### src/rtl/rtg_pkg.sv
package rtg_pkg;
  // Segment order inside a line or a frame; the order is behaviour.
  typedef enum logic [1:0] {
    PH_SYNC  = 2'd0,
    PH_BACK  = 2'd1,
    PH_ACT   = 2'd2,
    PH_FRONT = 2'd3
  } rtg_phase_e;

  localparam int unsigned RTG_AW = 4;

  // Addresses 0..7: bit 2 picks the axis (0 horizontal), bits 1:0 the segment.
  localparam logic [RTG_AW-1:0] A_POL  = 4'd8;
  localparam logic [RTG_AW-1:0] A_CMD  = 4'd9;
  localparam logic [RTG_AW-1:0] A_MASK = 4'd10;
  localparam logic [RTG_AW-1:0] A_STAT = 4'd11;

  localparam int unsigned POL_HS  = 0;
  localparam int unsigned POL_VS  = 1;
  localparam int unsigned POL_DE  = 2;
  localparam int unsigned POL_PIX = 3;
endpackage

### src/rtl/rtg_axis.sv
// One raster axis: walks sync, back porch, active and front porch segments.
module rtg_axis
  import rtg_pkg::*;
#(
  parameter int CW = 12
) (
  input  logic                 clk,
  input  logic                 rst,
  input  logic                 run,
  input  logic                 step,
  input  logic [3:0][CW-1:0]   len,
  output rtg_phase_e           phase,
  output logic [CW-1:0]        cnt,
  output logic                 last
);
  logic seg_end;

  assign seg_end = (cnt == len[phase]);
  assign last    = (phase == PH_FRONT) && seg_end;

  always_ff @(posedge clk) begin
    if (rst || !run) begin
      phase <= PH_SYNC;
      cnt   <= '0;
    end else if (step) begin
      if (seg_end) begin
        cnt   <= '0;
        phase <= rtg_phase_e'(2'(phase + 2'd1));
      end else begin
        cnt <= cnt + 1'b1;
      end
    end
  end
endmodule

### src/rtl/rtg_regs.sv
// Write port, staging and working length copies, polarity, command and
// interrupt flag.
module rtg_regs
  import rtg_pkg::*;
#(
  parameter int CW = 12
) (
  input  logic                      clk,
  input  logic                      rst,
  input  logic                      wr_en,
  input  logic [RTG_AW-1:0]         wr_addr,
  input  logic [CW-1:0]             wr_data,
  input  logic                      reload,
  input  logic                      vs_start,
  output logic [1:0][3:0][CW-1:0]   shd_q,
  output logic [3:0]                pol_q,
  output logic                      run_q,
  output logic                      mask_q,
  output logic                      stat_q
);
  logic [1:0][3:0][CW-1:0] stg_q;
  logic                    clr_hit;

  assign clr_hit = wr_en && (wr_addr == A_STAT) && wr_data[0];

  always_ff @(posedge clk) begin
    if (rst) begin
      stg_q  <= '0;
      shd_q  <= '0;
      pol_q  <= 4'hF;
      run_q  <= 1'b0;
      mask_q <= 1'b0;
      stat_q <= 1'b0;
    end else begin
      if (reload) shd_q <= stg_q;
      if (wr_en) begin
        if (!wr_addr[3]) begin
          stg_q[wr_addr[2]][wr_addr[1:0]] <= wr_data;
        end else begin
          case (wr_addr)
            A_POL:   pol_q  <= wr_data[3:0];
            A_CMD:   run_q  <= wr_data[0];
            A_MASK:  mask_q <= wr_data[0];
            default: ;
          endcase
        end
      end
      if (vs_start)     stat_q <= 1'b1;
      else if (clr_hit) stat_q <= 1'b0;
    end
  end
endmodule

### src/rtl/rtg_out.sv
// Registered output stage: decodes segments, applies polarity.
module rtg_out
  import rtg_pkg::*;
#(
  parameter int CW = 12,
  parameter int DW = 24
) (
  input  logic            clk,
  input  logic            rst,
  input  logic            run,
  input  rtg_phase_e      hph,
  input  rtg_phase_e      vph,
  input  logic [CW-1:0]   hcnt,
  input  logic [CW-1:0]   vcnt,
  input  logic [3:0]      pol,
  input  logic [DW-1:0]   pix_i,
  output logic            hsync_o,
  output logic            vsync_o,
  output logic            de_o,
  output logic [DW-1:0]   pix_o,
  output logic [CW-1:0]   x_o,
  output logic [CW-1:0]   y_o
);
  logic          hs_a, vs_a, h_in, v_in, de_a;
  logic [DW-1:0] pix_a;

  assign hs_a  = run && (hph == PH_SYNC);
  assign vs_a  = run && (vph == PH_SYNC);
  assign h_in  = run && (hph == PH_ACT);
  assign v_in  = run && (vph == PH_ACT);
  assign de_a  = h_in && v_in;
  assign pix_a = de_a ? pix_i : '0;

  always_ff @(posedge clk) begin
    if (rst) begin
      hsync_o <= 1'b0;
      vsync_o <= 1'b0;
      de_o    <= 1'b0;
      pix_o   <= '0;
      x_o     <= '0;
      y_o     <= '0;
    end else begin
      hsync_o <= pol[POL_HS]  ? hs_a  : !hs_a;
      vsync_o <= pol[POL_VS]  ? vs_a  : !vs_a;
      de_o    <= pol[POL_DE]  ? de_a  : !de_a;
      pix_o   <= pol[POL_PIX] ? pix_a : ~pix_a;
      x_o     <= h_in ? hcnt : '0;
      y_o     <= v_in ? vcnt : '0;
    end
  end
endmodule

### src/rtl/raster_timing_gen.sv
module raster_timing_gen
  import rtg_pkg::*;
#(
  parameter int CW = 12,
  parameter int DW = 24
) (
  input  logic               clk,
  input  logic               rst,
  input  logic               wr_en,
  input  logic [RTG_AW-1:0]  wr_addr,
  input  logic [CW-1:0]      wr_data,
  input  logic [DW-1:0]      pix_i,
  output logic               hsync_o,
  output logic               vsync_o,
  output logic               de_o,
  output logic [DW-1:0]      pix_o,
  output logic [CW-1:0]      x_o,
  output logic [CW-1:0]      y_o,
  output logic               irq_stat_o,
  output logic               irq_o
);
  localparam int NAXIS = 2;

  logic [1:0][3:0][CW-1:0] shd_q;
  logic [3:0]              pol_q;
  logic                    run_q, mask_q, stat_q;
  rtg_phase_e              ph [NAXIS];
  logic [NAXIS-1:0][CW-1:0] cnt;
  logic [NAXIS-1:0]        lst;
  logic [NAXIS-1:0]        step_v;
  logic                    frame_end, reload, vs_start;

  // Horizontal steps every cycle; vertical steps at the end of each line.
  assign step_v    = {lst[0], 1'b1};
  assign frame_end = lst[0] && lst[1];
  assign reload    = !run_q || frame_end;
  assign vs_start  = run_q && (ph[0] == PH_SYNC) && (cnt[0] == '0)
                           && (ph[1] == PH_SYNC) && (cnt[1] == '0);

  rtg_regs #(.CW(CW)) u_regs (
    .clk(clk), .rst(rst), .wr_en(wr_en), .wr_addr(wr_addr),
    .wr_data(wr_data), .reload(reload), .vs_start(vs_start),
    .shd_q(shd_q), .pol_q(pol_q), .run_q(run_q), .mask_q(mask_q),
    .stat_q(stat_q)
  );

  for (genvar g = 0; g < NAXIS; g++) begin : g_axis
    rtg_axis #(.CW(CW)) u_axis (
      .clk(clk), .rst(rst), .run(run_q), .step(step_v[g]),
      .len(shd_q[g]), .phase(ph[g]), .cnt(cnt[g]), .last(lst[g])
    );
  end

  rtg_out #(.CW(CW), .DW(DW)) u_out (
    .clk(clk), .rst(rst), .run(run_q), .hph(ph[0]), .vph(ph[1]),
    .hcnt(cnt[0]), .vcnt(cnt[1]), .pol(pol_q), .pix_i(pix_i),
    .hsync_o(hsync_o), .vsync_o(vsync_o), .de_o(de_o), .pix_o(pix_o),
    .x_o(x_o), .y_o(y_o)
  );

  assign irq_stat_o = stat_q;
  assign irq_o      = stat_q && mask_q;
endmodule

### config.mk
export PLATFORM = sky130hd
export DESIGN_NAME = raster_timing_gen
export DESIGN_NICKNAME = d
export VERILOG_FILES = /design/src/rtl/rtg_pkg.sv /design/src/rtl/rtg_axis.sv /design/src/rtl/rtg_regs.sv /design/src/rtl/rtg_out.sv /design/src/rtl/raster_timing_gen.sv
export SDC_FILE = /design/constraint.sdc
export NUM_CORES = 1
export LEC_CHECK = 0
export BUFFER_PORTS_ARGS = -buffer_cell sky130_fd_sc_hd__buf_2
export CORE_AREA = 2 2 188 190
export DETAILED_ROUTE_END_ITERATION = 8
export DIE_AREA = 0 0 190 192
export GPL_TIMING_DRIVEN = 0
export PLACE_DENSITY_LB_ADDON = 0.05
export SETUP_SLACK_MARGIN = 0.1
export SYNTH_ARGS = -nofsm -noshare
export SYNTH_HDL_FRONTEND = slang
export SYNTH_SLANG_ARGS = --single-unit
export TNS_END_PERCENT = 5
### constraint.sdc
create_clock -name clk -period 7.35 [get_ports clk]
set_input_delay 0.3675 -clock clk [delete_from_list [all_inputs] [get_ports clk]]
set_output_delay 0.3675 -clock clk [all_outputs]
set_load 0.03 [all_outputs]
==> results.toml <==
[outcome]
status = "complete, no violations"

[yosys]
ys_dominant_reg_cell = "dfxtp_1"
synth.yosys.seq_area_share_pct = 46.7
synth-async-reset-ratio_pct = 0
synth_edf_count = 0
syn_nets = 1264
synth_area_per_cell_um2 = 9.85
ys_warn_count = 0
syn_inst = 1211
synth.ff_latch_count = 278
synth_cell_type_count = 37
syn-cell-area_um2 = 11900

[global_routing]
grt_max_degree = 12
antenna_found_initial = 0
first_pass_grt_wire_length_um = 52000
grt_use_total_pct = 18.9
first_global_vias = 8356
grt_remaining_overflow = 0

[clock_tree]
max-clock-path-buffers = 3
cts_tree = "done"
cts_made_buffers = 34
cts_htree_levels = 2
clkSinkCount = 278
clockRootBuffer = "clkbuf_16"
clkLatencyLatePin_ns = 0.52
post_cts_resize_count = 0
cts_setup_buffers = 0
ctsHoldBuffers = 0
cts_clock_pin_slew_for_the_worst_setup_and_hold_paths_ns = 0.06

[final_layout]
most_common_cell_after_layout_fill_and_taps_aside = "dfxtp_1"
multiInputGateArea_um2 = 5870
diodes = 0
layout_common_cells = "278 x dfxtp_1, 196 x nand2b_1, 171 x mux2i_1"
final_layout_size_suffix_gt1_share_pct = 12.7
layout.area.seq_um2 = 5570
final_core_utilization_pct = 40.7
areaGrowthSynthToFinish_pct = 17.1
final_non_filler_cell_total = 1804
final_net_count = 1381
n_fill_cell = 3504

[timing]
setup_viol = 0
report.final.hold_viol_count = 0
grt_setup_unrepaired = "no"
setup_total_negative_slack_ns = 0
final.min_clock_period_ns = 3.25
timing.clock.skew_ns = 0.0249
max_slew.worst_pin.slew_ns = 1.13
finalHoldWorstSlack_ns = 0.0833
max_freq_mhz = 307
final_min_period_over_clock_period_pct = 44.3
max_slew_margin_pct = 23.8
slew_viol_final = 0

[setup_path]
r2r_cells = 10
cp-end-kind = "register"
crit_arrival_ns = 3.64
cp.required_ns = 7.74
r2r-end = "u_regs.shd_q[76]"
critPathLaunchType = "register"
timing.setup.critical_path_class = "register to register"
maximum_fanout_encountered_on_the_critical_timing_path = 10
regToRegStartpoint = "g_axis[1].u_axis.phase[1]"
reg2reg_slack_ns = 4.10

[floorplan]
row_count = 68
fp.coreArea_um2 = 34300
fp.dieArea_um2 = 36500
initial_core_util_pct = 34.8
pin_count = 96
die_h_um = 192
die_w_um = 190

[pwr]
total_leakage_power_uw = 0.00514
pwr_density_cell_nw_per_um2 = 234
comb_power_share_pct = 4.2
netSwitchingPower_uw = 750
vdd.ir_drop.worst_mv = 0.144
power.switching_fraction_pct = 22.9
clkPwrFrac_pct = 49.1
sequentialPowerShare_pct = 46.7
p_int_uw = 2520

[worst_hold_path]
min_delay_path_depth = 2
hold_start = "wr_data[0]"
timing.hold.worst.class = "input port to register"
hold_end = "u_regs.pol_q[0]"

[job]
maxCapViolCount = 0

[detailed_routing]
average_via_count_per_standard_cell = 4.68
num_vias = 8450
drt_pass1_iterations = 4
post_drt_wl_per_cell_um = 18.7
detailedRoute.firstIterationViolations = 404
wl_um = 33700
ant_nets = 0
number_of_design_rule_violations_left_after_detail_routing = 0

[placement]
post-place-cells = 1747
port-buffer-count = 81
dp.final_hpwl_um = 23900
routabilityCongestion = 0.739
[final cells by class]
cell class,count,share of cell area (%)
clock buffers,53,7.26
inverters,14,0.376
plain buffers,95,3.13
multi-input cells,824,42.1
flip-flops and latches,278,39.9
clock inverters,4,0.332
repair buffers,81,2.90
well taps,455,4.08
[worst max-delay path by stage]
stage	start	endpoint	slack (ns)
2_1_floorplan	g_axis[0].u_axis.phase[0]	u_regs.shd_q[52]	4.70
3_5_place_dp	g_axis[1].u_axis.phase[1]	g_axis[1].u_axis.cnt[0]	4.06
4_1_cts	g_axis[1].u_axis.phase[1]	g_axis[1].u_axis.cnt[0]	4.07
6_report	g_axis[1].u_axis.phase[1]	u_regs.shd_q[76]	4.10
3_3_place_gp	g_axis[1].u_axis.phase[1]	g_axis[1].u_axis.cnt[0]	4.03
5_1_grt	g_axis[1].u_axis.phase[0]	g_axis[1].u_axis.cnt[3]	3.90
[Yosys cell counts (2+ instances only)]
cell type	number	area share [%]
nand3b_1	3	0.19
buf_6	7	0.66
buf_2	4	0.17
buf_1	7	0.22
nor4_1	3	0.16
nor3b_1	2	0.13
and2_1	3	0.16
and4_1	6	0.44
and3_1	34	1.8
nor3_1	5	0.21
mux2i_1	171	14
nor4b_1	2	0.15
o21ai_0	9	0.38
buf_4	6	0.38
o31ai_1	3	0.19
mux4_2	24	4.5
a21oi_1	38	1.6
a211o_1	4	0.29
dfxtp_1	278	47
ha_1	10	1.0
or4_1	2	0.13
or3_1	7	0.37
clkbuf_1	71	2.2
inv_1	14	0.44
nand3_1	12	0.50
xor2_1	9	0.66
xnor2_1	53	3.9
nor2b_1	4	0.21
nand2_1	86	2.7
nand4_1	11	0.58
nor2_1	122	3.8
nand2b_1	196	10
[routing by layer]
layer	vias to the layer above	track usage, %	share of wire, %
met2	173	29.1	43
met5	-	0	0
met3	45	3.25	4.2
met4	0	4.14	1.7
li1	4264	-	-
met1	3968	27.7	51
[state kept, by name, summed over array words and instances, names as in the netlist, 4 cells and up]
| register | cells |
|---|---|
| u_regs.shd_q | 96 |
| u_regs.stg_q | 96 |
| g_axis.u_axis.cnt | 24 |
| u_out.pix_o | 24 |
| u_out.x_o | 12 |
| u_out.y_o | 12 |
| g_axis.u_axis.phase | 4 |
| u_regs.pol_q | 4 |
[power by group through the flow]
stage	clock [µW]	sequential, µW	combinational (µW)
after floorplan	0	1560	81.0
after global placement	0	1560	139
after detailed placement	0	1560	139
after CTS	1650	1530	139
after global routing	1710	1530	148
final	1610	1530	136
[kinds of logic (layout without fill, tap and decap cells)]
logic type	after synthesis	in the layout	synth area share, %
AO/OA/AOI/OAI	57	57	2.62
XOR/XNOR	63	63	4.69
adder cells (fa/ha/maj)	10	10	1.05
buffers and inverters	109	247	4.10
flip-flops	278	278	46.7
multiplexers	195	195	18.9
AND/OR/NAND/NOR	499	499	22.0
[stage by stage]
step,setup WS (ns),instance area [µm²],total power (µW)
floorplan,4.70,11900,1640
global placement,4.03,12900,1700
finish,4.10,14000,3270
detailed placement,4.06,12900,1700
global route,3.90,14000,3390
CTS,4.07,14000,3320
[worst max-delay path: stages (launching register included)]
cell      delay (ns)
dfxtp_1         0.61
clkbuf_1        0.55
mux4_2          0.44
xnor2_1         0.17
nand4_1         0.13
nor3_1          0.38
a31oi_1         0.15
buf_2           0.19
buf_6           0.18
buf_6           0.18
mux2i_1         0.12
Power figures use the tool's default switching activity.
